File: config.mk
export PLATFORM = sky130hd
export DESIGN_NAME = ring_fetch_seq
export DESIGN_NICKNAME = d
export VERILOG_FILES = /design/src/rtl/ring_fetch_seq.sv
export SDC_FILE = /design/constraint.sdc
export NUM_CORES = 1
export LEC_CHECK = 0
export BUFFER_PORTS_ARGS = -buffer_cell sky130_fd_sc_hd__buf_2
export CAP_MARGIN = 20
export CELL_PAD_IN_SITES_DETAIL_PLACEMENT = 0
export CELL_PAD_IN_SITES_GLOBAL_PLACEMENT = 1
export CORE_AREA = 2 2 182 184
export DETAILED_ROUTE_END_ITERATION = 10
export DIE_AREA = 0 0 184 186
export HOLD_SLACK_MARGIN = 0.1
export PLACE_DENSITY_LB_ADDON = 0.1
export SYNTH_ARGS = -nofsm -noshare
export SYNTH_HDL_FRONTEND = slang
export SYNTH_SLANG_ARGS = --single-unit
File: constraint.sdc
create_clock -name clk -period 3.2 [get_ports clk]
set_input_delay 0.16 -clock clk [delete_from_list [all_inputs] [get_ports clk]]
set_output_delay 0.16 -clock clk [all_outputs]
set_load 0.02 [all_outputs]
File: src/rtl/ring_fetch_seq.sv
module ring_fetch_seq #(
  parameter int AW     = 32,
  parameter int OP_MAX = 15
) (
  input  logic          clk,
  input  logic          rst_n,
  input  logic          cfg_we,
  input  logic [2:0]    cfg_sel,
  input  logic [AW-1:0] cfg_wdata,
  output logic          mem_rd_req,
  output logic [AW-1:0] mem_rd_addr,
  input  logic          mem_rd_vld,
  input  logic [31:0]   mem_rd_data,
  output logic          mem_wr_req,
  output logic [AW-1:0] mem_wr_addr,
  output logic [AW-1:0] mem_wr_data,
  output logic          hdr_valid,
  input  logic          hdr_ready,
  output logic [31:0]   hdr_data,
  input  logic [13:0]   hdr_body_dw,
  output logic          busy,
  output logic          size_err,
  output logic          bad_op
);
  localparam logic [2:0] SEL_BASE = 3'd0;
  localparam logic [2:0] SEL_CTRL = 3'd1;
  localparam logic [2:0] SEL_RPTR = 3'd2;
  localparam logic [2:0] SEL_WB   = 3'd3;
  localparam logic [2:0] SEL_DB   = 3'd4;

  typedef enum logic [2:0] {S_IDLE, S_REQ, S_WAIT, S_HAND, S_CHK, S_WB} st_t;

  st_t           st;
  logic [AW-1:0] base_q, rptr_q, wptr_q, wb_q;
  logic [5:0]    lg_q;
  logic [31:0]   hdr_q;
  logic          bad_q;
  logic [AW-1:0] mask;
  logic          pend;
  logic [7:0]    op_in;

  assign mask     = (AW'(1) << lg_q) - AW'(1);
  assign size_err = (lg_q < 6'd6) || (lg_q > 6'd62);
  assign pend     = rptr_q != wptr_q;
  assign op_in    = mem_rd_data[7:0];

  function automatic logic [AW-1:0] step(input logic [AW-1:0] p, input logic [13:0] n,
                                         input logic [AW-1:0] m);
    return (p + AW'({n, 2'b00}) + AW'(4)) & m;
  endfunction

  always_ff @(posedge clk or negedge rst_n) begin
    if (!rst_n) begin
      st     <= S_IDLE;
      base_q <= '0;
      rptr_q <= '0;
      wptr_q <= '0;
      wb_q   <= '0;
      lg_q   <= 6'd6;
      hdr_q  <= '0;
      bad_q  <= 1'b0;
    end else begin
      bad_q <= 1'b0;
      if (cfg_we) begin
        case (cfg_sel)
          SEL_BASE: base_q <= cfg_wdata;
          SEL_CTRL: lg_q   <= cfg_wdata[6:1];
          SEL_RPTR: rptr_q <= cfg_wdata & mask;
          SEL_WB:   wb_q   <= cfg_wdata;
          SEL_DB:   wptr_q <= cfg_wdata & mask;
          default: ;
        endcase
      end
      case (st)
        S_IDLE: if (pend && !size_err) st <= S_REQ;
        S_REQ:  st <= size_err ? S_IDLE : S_WAIT;
        S_WAIT: if (mem_rd_vld) begin
          hdr_q <= mem_rd_data;
          if (op_in == 8'd0) begin
            rptr_q <= step(rptr_q, mem_rd_data[29:16], mask);
            st     <= S_CHK;
          end else if (op_in > 8'(OP_MAX)) begin
            rptr_q <= step(rptr_q, 14'd0, mask);
            bad_q  <= 1'b1;
            st     <= S_CHK;
          end else begin
            st <= S_HAND;
          end
        end
        S_HAND: if (hdr_ready) begin
          rptr_q <= step(rptr_q, hdr_body_dw, mask);
          st     <= S_CHK;
        end
        S_CHK: begin
          if (pend && !size_err)   st <= S_REQ;
          else if (!pend && wb_q != '0) st <= S_WB;
          else                     st <= S_IDLE;
        end
        S_WB:    st <= S_IDLE;
        default: st <= S_IDLE;
      endcase
    end
  end

  assign mem_rd_req  = (st == S_REQ) && !size_err;
  assign mem_rd_addr = base_q + rptr_q;
  assign mem_wr_req  = st == S_WB;
  assign mem_wr_addr = wb_q;
  assign mem_wr_data = rptr_q;
  assign hdr_valid   = st == S_HAND;
  assign hdr_data    = hdr_q;
  assign busy        = st != S_IDLE;
  assign bad_op      = bad_q;
endmodule

==> summary.md, run 1 <==
| Metric | Value |
|---|---|
| Status | finished, violations left |
| Failing checks | setup timing |
| CP delay by family, top | compound AO/OA/AOI/OAI gates |
| N_diodes | 0 |
| Routed Antenna Nets | 0 |
| Die H | 186 um |
| Io pins | 220 |
| Worst-path maximum fanout | 3 |
| Clock Skews | 14.67 ps |
| Critical Path Source Type | register |
| Internal reg-to-reg setup slack | -60 ps |
| Power density over the cells | 958.9 nW/um^2 |
| CP peak stage delay | 410 ps |
| Clock transition at path regs | approximately 70 ps |
| Routed WL | 48770 um |
| P_sw | 0.007873 W |
| Final setup vio count | 12 |
| RSZ-0062 raised after global routing | yes |
| Largest net degree at the start of global routing | between 70 and 80 |
| Tot Pwr | 0.01637 W |
| Hold Vio Cnt, Final | 0 |
| Skew-Pair Late Insertion Delay | 460 ps |
| DIE WIDTH | 184 um |
| Initial Utilization | 38.57% |
| Lkg Pwr | roughly 7.9 nW |
| Post-synth ARST share | 100.0% |
| Crit path DAT | 3340 ps |
| CP endpoint | mem_rd_addr[30] |
| Comb power frac | between 60% and 70% |
| Critical path buffer and inverter count | 3 |
| Area growth syn-to-layout | 37.45% |
| Sequential share of power | 20.8% |
| Netlist cell types | 83 |
| Fraction of layout instances using a drive strength above 1 | 33.30% |
| Vias in the first global route | 12411 |
| Site Rows | 66 |
| Critical Path Most Common Cell | a21oi_2 |
| Post-synth EDFFs | 0 |
| Clk pwr share | roughly 13% |
| WP data required | 3040 ps |
| CTS tree | done |
| Initial antenna violation count | 0 |
| Switch share | 48.09% |
| Fill count | 3076 |
| Share of the core filled with cells | 53.01% |
| Core area | 32210 um^2 |
| Total global-route track usage | 28.85% |
| Number of CTS-inserted buffers | 17 |
| Final nets | 2052 |
| First-pass iteration count of the detailed router | 5 |
| Initial DRC Count | 783 |
| Drt drc | 0 |
| Gr ovfl total | 0 |
| Mapped Cells | 1450 |
| DR WL/cell | 21.26 um |
| Sequential share of the synthesized area | about 34% |
| Worst slew pin tran | roughly 860 ps |
| Post-synth net total | 1628 |
| Port Buffers | around 220 |
| Tcrit/Tclk final | 109.4% |
| VDD IR-drop max | 471.1 uV |
| Setup crit end kind | output pin |
| CP Depth | 13 |
| Maximum capacitance violations | 0 |
| Int Power | 0.008497 W |
| Syn_area_per_cell | 8.566 um^2 |
| R2R Path End | mem_wr_data[31] |
| Post-Syn Area | 12420 um^2 |
| DP Wirelength | 37260 um |
| Synthesis-stage register bit count | 170 |
| Vias | 12685 |
| First-pass GRT wire length | 73570 um |
| Critical path startpoint | mem_wr_data[3] |
| CP max-delay cell | dfrtp_2 |
| Synth Warn # | 0 |
| Clock root buffer | clkbuf_16 |
| Final Wtd Congestion | 0.9029 |
| Vias/cell | 5.530 |
| Crit Path Category | reg -> out |
| Num Clock Sinks | 170 |
| RR Startpoint | mem_wr_data[3] |
| Most frequent cells in the layout | nand2_1, buf_2, buf_4 |
| Die Area | around 34000 um^2 |
| Most common cell after layout, fill and taps aside | nand2_1 |
| Clk buf depth | 2 |
| Worst hold path type | in -> reg |
| Worst R2R Path Depth | 14 |
| CP Cell Sequence | buf_6 -> ha_4 -> buf_6 -> o211ai_1 -> a21oi_2 -> o31a_4 -> o21a_4 -> o31ai_4 -> a21oi_2 -> or3_4 -> a21oi_2 -> xnor2_1 -> buf_4 |
| F_max | 285.6 MHz |
| Final Max Slew Viols | 0 |
| H-tree depth | 4 |
| Top FF cell, synth | dfrtp_1 |
| Final worst path period need | between 3000 and 4000 ps |
| Worst setup margin | -301.0 ps |
| Slew HR | about 42% |
## cell families (layout without fill, tap and decap cells)
kind of cell | after synthesis | in the layout | share of synthesized area, %
AND/OR/NAND/NOR | 502 | 502 | 18.68
AO/OA/AOI/OAI | 399 | 399 | 20.34
flip-flops | 170 | 170 | 34.27
buffers and inverters | 110 | 546 | 3.445
XOR/XNOR | 109 | 109 | 7.686
adder cells (fa/ha/maj) | 92 | 92 | 9.449
multiplexers | 68 | 68 | 6.135
## worst min-delay path, delay by kind of cell
family                 cells  cell delay, ps
AO/OA/AOI/OAI              1              90
buffers and inverters      1             180
AND/OR/NAND/NOR            1             110
## worst min-delay path by stage
stage	startpoint	end	slack, ps	cells past startpoint
4_1_cts	cfg_wdata[12]	wptr_q[12]	120	3
2_1_floorplan	rst_n	bad_op	-140	0
5_1_grt	cfg_wdata[12]	mem_wr_addr[12]	130	2
3_3_place_gp	rst_n	hdr_data[14]	240	1
6_report	cfg_wdata[12]	wptr_q[12]	140	3
3_5_place_dp	rst_n	hdr_data[14]	260	1
## Yosys cell counts (6+ instances only)
cell type / count / area (um^2)
a211oi_1: 11 / 82.58
a21o_1: 21 / 157.7
a21oi_1: 107 / 535.5
a31oi_1: 12 / 75.07
and2_1: 8 / 50.05
and3_1: 6 / 37.54
buf_2: 11 / 55.05
clkbuf_1: 51 / 191.4
dfrtp_1: 168 / 4204
ha_1: 89 / 1114
inv_1: 41 / 153.9
mux2_2: 65 / 732.0
nand2_1: 224 / 840.8
nand2b_1: 19 / 118.9
nand3_1: 40 / 200.2
nand4_1: 17 / 106.4
nor2_1: 91 / 341.6
nor2b_1: 8 / 50.05
nor3_1: 25 / 125.1
nor4_1: 21 / 131.4
o211ai_1: 9 / 67.56
o21a_1: 17 / 127.6
o21ai_0: 116 / 580.6
o21bai_1: 8 / 60.06
o22ai_1: 21 / 131.4
o31ai_1: 10 / 75.07
or2_2: 9 / 56.30
or3_1: 11 / 68.82
xnor2_1: 57 / 499.2
xor2_1: 52 / 455.4
## routing by layer
layer	wire length [um]	GRT usage (%)	vias up
met5	0	0	-
met2	22600	47.12	394
li1	-	-	6069
met3	2700	4.970	67
met1	22040	38.52	6155
met4	1433	10.18	0
## stage by stage
stage	instances	setup slack [ps]	hold slack, ps	cell area, um^2	setup TNS (ps)
final	2294	-301.0	135.0	17070	-969.8
after global placement	2179	-315.6	244.9	15090	-1211
after CTS	2287	-278.6	118.9	16680	-1574
after detailed placement	2179	-355.4	257.0	15090	-1708
after floorplan	1450	-8.343	-135.6	12440	-15.43
after global routing	2294	-401.7	132.2	17070	-3009
## flip-flops by register name (all words and copies together), names as in the netlist
name / count
base_q: 32
hdr_data: 32
mem_wr_addr: 32
mem_wr_data: 32
wptr_q: 32
lg_q: 6
st: 3
bad_op: 1
## power by group through the flow
stage / registers, W / logic (W) / clock network, W
3_3_place_gp: 0.00338 / 0.00985 / 0
2_1_floorplan: 0.00393 / 0.00541 / 0
5_1_grt: 0.00349 / 0.0118 / 0.00217
3_5_place_dp: 0.00340 / 0.00988 / 0
4_1_cts: 0.00337 / 0.0104 / 0.00208
6_report: 0.00340 / 0.0109 / 0.00205
## timing repair
item,4_1_cts,5_1_grt
setup buffers,11,7
hold buffers,66,0
pin swaps,34,26
resized for setup,70,71
endpoints found under the hold margin,205,0
endpoints found under the setup margin,32,31
## cell type report
| class | instances | area [um^2] | area share, % |
|---|---|---|---|
| Multi-Input combinational cell | 1170 | 8347 | 48.89 |
| Tap cell | 408 | 510.5 | 2.990 |
| Clock buffer | 20 | 446.7 | 2.616 |
| Sequential cell | 170 | 4262 | 24.96 |
| Clock inverter | 11 | 100.1 | 0.5863 |
| Inverter | 42 | 161.4 | 0.9454 |
| Timing Repair Buffer | 473 | 3246 | 19.01 |
Power figures use the tool's default switching activity.
==> inputs of run 2 (changes only) <==
--- a/config.mk
+++ b/config.mk
@@ -14,6 +14,7 @@
 export DIE_AREA = 0 0 184 186
 export HOLD_SLACK_MARGIN = 0.1
 export PLACE_DENSITY_LB_ADDON = 0.1
+export SKIP_CTS_REPAIR_TIMING = 1
 export SYNTH_ARGS = -nofsm -noshare
 export SYNTH_HDL_FRONTEND = slang
 export SYNTH_SLANG_ARGS = --single-unit
==> summary.md, run 2 (synthesized netlist as in run 1, its figures left out) <==
| Metric | Value |
|---|---|
| H-tree depth | 4 (unchanged) |
| Fin cells | 2282 (-0.52%) |
| Largest net degree at the start of global routing | 76 (unchanged) |
| Initial Utilization | 38.57% (unchanged) |
| Total global-route track usage | 28.27% (-0.59 points) |
| CP delay by family, top | compound AO/OA/AOI/OAI gates |
| CTS tree | done |
| Lkg Pwr | 7.857 nW (-0.91%) |
| DR WL/cell | 21.26 um (about the same) |
| CP peak stage delay | 430 ps (+20 ps) |
| DP Wirelength | 37260 um (unchanged) |
| Met3 Use GR | 5.146% (+0.18 points) |
| Site Rows | 66 (unchanged) |
| Fraction of layout instances using a drive strength above 1 | 32.19% (-1.1 points) |
| Core area | 32210 um^2 (unchanged) |
| Slew HR | 44.89% (+2.6 points) |
| Final setup vio count | 11 (-1) |
| Critical Path Source Type | register |
| Failing checks | setup timing |
| Most frequent cells in the layout | nand2_1, buf_2, buf_4 |
| Vias | 12606 (-0.62%) |
| CP max-delay cell | dfrtp_2 |
| VDD IR-drop max | 478.8 uV (+1.6%) |
| Critical Path Most Common Cell | a21oi_2 |
| Io pins | 220 (unchanged) |
| Final Wtd Congestion | 0.9029 (unchanged) |
| Clk buf depth | 2 (unchanged) |
| Initial DRC Count | 928 (+19%) |
| Worst setup margin | -306.2 ps (-5.238 ps) |
| Clock Skews | 13.97 ps (-0.6994 ps) |
| Vias in the first global route | 11962 (-3.6%) |
| WP data required | 3040 ps (about the same) |
| CP Cell Sequence | buf_6 -> ha_4 -> buf_6 -> o211ai_1 -> a21oi_2 -> o31a_4 -> o21a_4 -> o31ai_4 -> a21oi_2 -> or3_4 -> a21oi_2 -> xnor2_1 -> buf_4 |
| Area growth syn-to-layout | 35.61% |
| Worst slew pin tran | 823.5 ps (-38.99 ps) |
| First-pass GRT wire length | 71910 um (-2.3%) |
| Die Area | 34220 um^2 (unchanged) |
| Dpl ws | -355.4 ps (unchanged) |
| Clock transition at path regs | 70 ps (about the same) |
| Final worst path period need | 3506 ps (+5.238 ps) |
| GR peak layer | met2 |
| Skew-Pair Late Insertion Delay | 460 ps (about the same) |
| Worst-path maximum fanout | 4 (+1) |
| Hold Vio Cnt, Final | 0 (unchanged) |
| Clock root buffer | clkbuf_16 |
| Status | finished, violations left |
| Tot Pwr | 0.01609 W (-1.7%) |
| Crit path DAT | 3350 ps (about the same) |
| Drt drc | 0 (unchanged) |
| Routed WL | 48510 um (-0.53%) |
| Final Max Slew Viols | 0 (unchanged) |
| Crit Path Category | reg -> out |
| Met2 usage | 45.49% (-1.6 points) |
| Num Clock Sinks | 170 (unchanged) |
| Power density over the cells | 955.5 nW/um^2 (-0.35%) |
| Die H | 186 um (unchanged) |
| Most common cell after layout, fill and taps aside | nand2_1 |
| Placed cells | 2179 (unchanged) |
| Internal reg-to-reg setup slack | -100 ps (-40 ps) |
| Worst hold path type | in -> reg |
| Setup crit end kind | output pin |
| Initial antenna violation count | 0 (unchanged) |
| Vias/cell | 5.524 (-0.10%) |
| Gr ovfl total | 0 (unchanged) |
| RSZ-0062 raised after global routing | yes |
| First-pass iteration count of the detailed router | 5 (unchanged) |
| Tcrit/Tclk final | 109.6% (+0.16 points) |
| Port Buffers | 219 (unchanged) |
| Maximum capacitance violations | 0 (unchanged) |
| Number of CTS-inserted buffers | 17 (unchanged) |
| Critical path buffer and inverter count | 3 (unchanged) |
| Routed Antenna Nets | 0 (unchanged) |
| DIE WIDTH | 184 um (unchanged) |
| Final nets | 2039 (-0.63%) |
| F_max | 285.2 MHz (-0.15%) |
| M1 GR Usage | 38.21% (-0.30 points) |
-- run 2: cell count changes in the layout (fill, tap and decap cells not counted), moves of 3 or more --
cell     change
ha_4         -8
a21oi_2      -6
ha_1         +5
a21oi_1      +6
ha_2         +3
nor2_2       -3
nor2_1       +3
buf_4       -11
-- run 2: worst min-delay path, delay by kind of cell --
kind | cells | cell delay, ps
simple gates | 2 | 170
buf+inv | 1 | 110
compound gates | 2 | 80
-- run 2: path summary, 6_finish.rpt --
path                           startpoint         endpoint  depth (start not counted)
hold reg to reg              hdr_data[28]     hdr_data[28]                          2
max in group asynchronous           rst_n          lg_q[2]                          3
hold / removal                 mem_rd_vld            st[0]                          5
setup / recovery           mem_wr_data[3]  mem_rd_addr[30]                         13
setup reg to reg           mem_wr_data[3]  mem_wr_data[31]                         14
min in group asynchronous           rst_n     hdr_data[12]                          2
-- run 2: layout make-up --
type                            instances  area, um^2
Sequential cell                       170        4263
Tap cell                              408       510.5
Multi-Input combinational cell       1170        8229
Clock buffer                           20       446.7
Clock inverter                         11       100.1
Fill cell                            3104       15360
Timing Repair Buffer                  460        3131
Inverter                               42       161.4
Antenna cell                            1       2.502
-- run 2: power breakdown --
part           leakage [nW]  switching (W)  internal, W
sequential             2.11       0.000560      0.00283
combinational          5.49        0.00625      0.00441
clock                 0.254       0.000962      0.00108
-- run 2: per-layer routing --
metal,up-vias,part of all wire (%)
li1,6042,-
met1,6085,45
met2,414,46
met3,65,6.1
met4,0,2.8
met5,-,0
-- run 2: per-stage QoR --
stage	hold slack, ps	TNS, ps	area [um^2]	util [%]
after floorplan	-135.6	-15.43	12440	-
after global placement	244.9	-1211	15090	46.85
after detailed placement	257.0	-1708	15090	46.85
after CTS	-236.3	-8006	15630	48.54
after global routing	109.3	-3565	16840	52.29
final	100.6	-1013	16840	52.30
==> inputs of run 3 (changes only) <==
--- a/config.mk
+++ b/config.mk
@@ -5,7 +5,7 @@
 export SDC_FILE = /design/constraint.sdc
 export NUM_CORES = 1
 export LEC_CHECK = 0
-export BUFFER_PORTS_ARGS = -buffer_cell sky130_fd_sc_hd__buf_2
+export BUFFER_PORTS_ARGS = -buffer_cell sky130_fd_sc_hd__buf_4
 export CAP_MARGIN = 20
 export CELL_PAD_IN_SITES_DETAIL_PLACEMENT = 0
 export CELL_PAD_IN_SITES_GLOBAL_PLACEMENT = 1
==> summary.md, run 3 (synthesized netlist as in run 1, its figures left out) <==
| Metric | Value |
|---|---|
| Drt drc | 0 (unchanged) |
| DP Wirelength | 37060 um (-0.53%) |
| Critical Path Source Type | register |
| Fraction of layout instances using a drive strength above 1 | 33.72% (+1.5 points) |
| Lkg Pwr | 8.135 nW (+3.5%) |
| Fin cells | 2297 (+0.66%) |
| Internal reg-to-reg setup slack | -220 ps (-120 ps) |
| Worst-path maximum fanout | 4 (unchanged) |
| N_diodes | 0 (-1) |
| Port Buffers | 219 (unchanged) |
| Total global-route track usage | 28.08% (-0.18 points) |
| Initial antenna violation count | 0 (unchanged) |
| Most common cell after layout, fill and taps aside | buf_4 |
| Slew HR | 39.34% (-5.6 points) |
| Worst setup margin | -265.9 ps (+40.33 ps) |
| Final Cell Area | 17700 um^2 (+5.1%) |
| Final worst path period need | 3466 ps (-40.33 ps) |
| CP max-delay cell | dfrtp_2 |
| Area growth syn-to-layout | 42.49% |
| RR Startpoint | mem_wr_data[3] |
| Final nets | 2054 (+0.74%) |
| Worst hold path type | in -> reg |
| Int Power | 0.009189 W (+10%) |
| Status | finished, violations left |
| Fill count | 2983 (-3.9%) |
| CP peak stage delay | 430 ps (about the same) |
| Hold Crit Start | hdr_ready |
| Tcrit/Tclk final | 108.3% (-1.3 points) |
| Comb power frac | 66.5% (+0.3 points) |
| Die Area | 34220 um^2 (unchanged) |
| Skew-Pair Late Insertion Delay | 450 ps (about the same) |
| DIE WIDTH | 184 um (unchanged) |
| WP data required | 3040 ps (about the same) |
| Clock transition at path regs | 70 ps (about the same) |
| Clk pwr share | 13.2% (+0.5 points) |
| CP Depth | 13 (unchanged) |
| Final Max Slew Viols | 0 (unchanged) |
| Vias | 12613 (+0.056%) |
| Vias in the first global route | 11965 (+0.025%) |
| Maximum capacitance violations | 0 (unchanged) |
| Initial Utilization | 38.57% (unchanged) |
| Most frequent cells in the layout | buf_4, nand2_1, dfrtp_1 |
| F_max | 288.5 MHz (+1.2%) |
| R2R Path End | mem_wr_data[31] |
| Core area | 32210 um^2 (unchanged) |
| Final setup vio count | 11 (unchanged) |
| Tot Pwr | 0.01707 W (+6.1%) |
| Dpl ws | -243.2 ps (+112.2 ps) |
| Routed WL | 48560 um (about the same) |
| WHS | 111.7 ps (+11.10 ps) |
| Largest net degree at the start of global routing | 90 (+18%) |
| Site Rows | 66 (unchanged) |
| Initial DRC Count | 790 (-15%) |
| Post-DP Area | 15690 um^2 (+4.0%) |
| Clock root buffer | clkbuf_16 |
| VDD IR-drop max | 613.5 uV (+28%) |
| Routed Antenna Nets | 0 (unchanged) |
| RSZ-0062 raised after global routing | yes |
| Placed cells | 2186 (+0.32%) |
| Critical Path Most Common Cell | a21oi_2 |
| Die H | 186 um (unchanged) |
| Worst slew pin tran | 909.9 ps (+86.33 ps) |
| Sequential share of power | 20.3% (-0.8 points) |
| Critical path buffer and inverter count | 3 (unchanged) |
| Failing checks | setup timing |
| Io pins | 220 (unchanged) |
| Switch share | 46.17% (-2.1 points) |
| Number of CTS-inserted buffers | 17 (unchanged) |
| Clk buf depth | 2 (unchanged) |
| Hold Vio Cnt, Final | 0 (unchanged) |
| H-tree depth | 4 (unchanged) |
| Num Clock Sinks | 170 (unchanged) |
| CTS tree | done |
| CP Cell Sequence | buf_6 -> ha_4 -> buf_6 -> o211ai_1 -> a21oi_2 -> o31a_4 -> o21a_4 -> o31ai_4 -> a21oi_2 -> or3_4 -> a21oi_2 -> xnor2_1 -> buf_4 |
| Crit Path Category | reg -> out |
| Vias/cell | 5.491 (-0.60%) |
| Final Wtd Congestion | 0.9561 (+5.9%) |
| Worst Hold End | st[2] |
| Hold Crit Depth | 3 (-2) |
| DR WL/cell | 21.14 um (-0.57%) |
| Worst R2R Path Depth | 15 (+1) |
| CP delay by family, top | compound AO/OA/AOI/OAI gates |
| First-pass GRT wire length | 71700 um (-0.29%) |
| Clock Skews | 13.85 ps (-0.1194 ps) |
| First-pass iteration count of the detailed router | 6 (+1) |
| Crit path DAT | 3310 ps (-40 ps) |
| P_sw | 0.007882 W (+1.4%) |
| Power density over the cells | 964.6 nW/um^2 (+0.94%) |
| Setup crit end kind | output pin |
| Gr ovfl total | 0 (unchanged) |
==> run 3: cell count changes in the layout (fill, tap and decap cells not counted), moves of 4 or more <==
cell        change
buf_4         +224
buf_2         -212
ha_4            +7
dfrtp_1         -6
dfrtp_2         +6
ha_1            -5
clkinvlp_4      -4
nor2_1          -4
==> run 3: routing by layer <==
metal  global-route usage (%)  routed length (um)  vias up
met5                        0                   0        -
met4                    10.21                1632        0
met3                    3.874                2599       75
met2                    45.30               22320      410
met1                    38.45               22000     6072
li1                         -                   -     6056
==> run 3: power by group through the flow <==
| stage | Clock, W | Combinational, W | Sequential [W] |
|---|---|---|---|
| 6_report | 0.00226 | 0.0113 | 0.00347 |
| 5_1_grt | 0.00238 | 0.0123 | 0.00356 |
| 4_1_cts | 0.00230 | 0.0105 | 0.00342 |
| 3_5_place_dp | 0 | 0.0104 | 0.00345 |
| 3_3_place_gp | 0 | 0.0104 | 0.00343 |
| 2_1_floorplan | 0 | 0.00541 | 0.00393 |
==> run 3: through the flow <==
| stage | utilization [%] | setup TNS, ps |
|---|---|---|
| global route | 54.95 | -3021 |
| CTS | 50.60 | -6190 |
| finish | 54.95 | -929.8 |
| global placement | 48.70 | -858.5 |
| detailed placement | 48.70 | -1437 |
| floorplan | - | -15.43 |
==> run 3: how the worst max path moves through the flow <==
stage / start / to
2_1_floorplan: mem_wr_data[2] / mem_wr_data[31]
3_3_place_gp: mem_wr_data[3] / mem_wr_data[25]
3_5_place_dp: mem_wr_data[3] / mem_wr_data[25]
4_1_cts: mem_wr_data[3] / mem_rd_addr[31]
5_1_grt: mem_wr_data[3] / mem_rd_addr[30]
6_report: mem_wr_data[3] / mem_rd_addr[30]
==> run 3: cell type report <==
class                           instances  area, um^2  share of cell area [%]
Multi-Input combinational cell       1170        8362                   47.25
Sequential cell                       170        4270                   24.13
Timing Repair Buffer                  475        3784                   21.38
Tap cell                              408       510.5                   2.884
Clock buffer                           20       436.7                   2.467
Clock inverter                         12       173.9                  0.9827
Inverter                               42       161.4                  0.9120
==> run 3: worst reg2reg max path: stages, from the launching register on <==
cell and delay, ps:
dfrtp_2 430, buf_4 150, ha_4 270, ha_4 130, inv_2 40, fa_2 370
nor2b_2 130, o21a_1 180, o21ai_2 110, a211oi_4 300, a2111oi_4 180, buf_4 180
nor3_4 130, o211ai_1 100, a221o_1 310, a221o_1 290
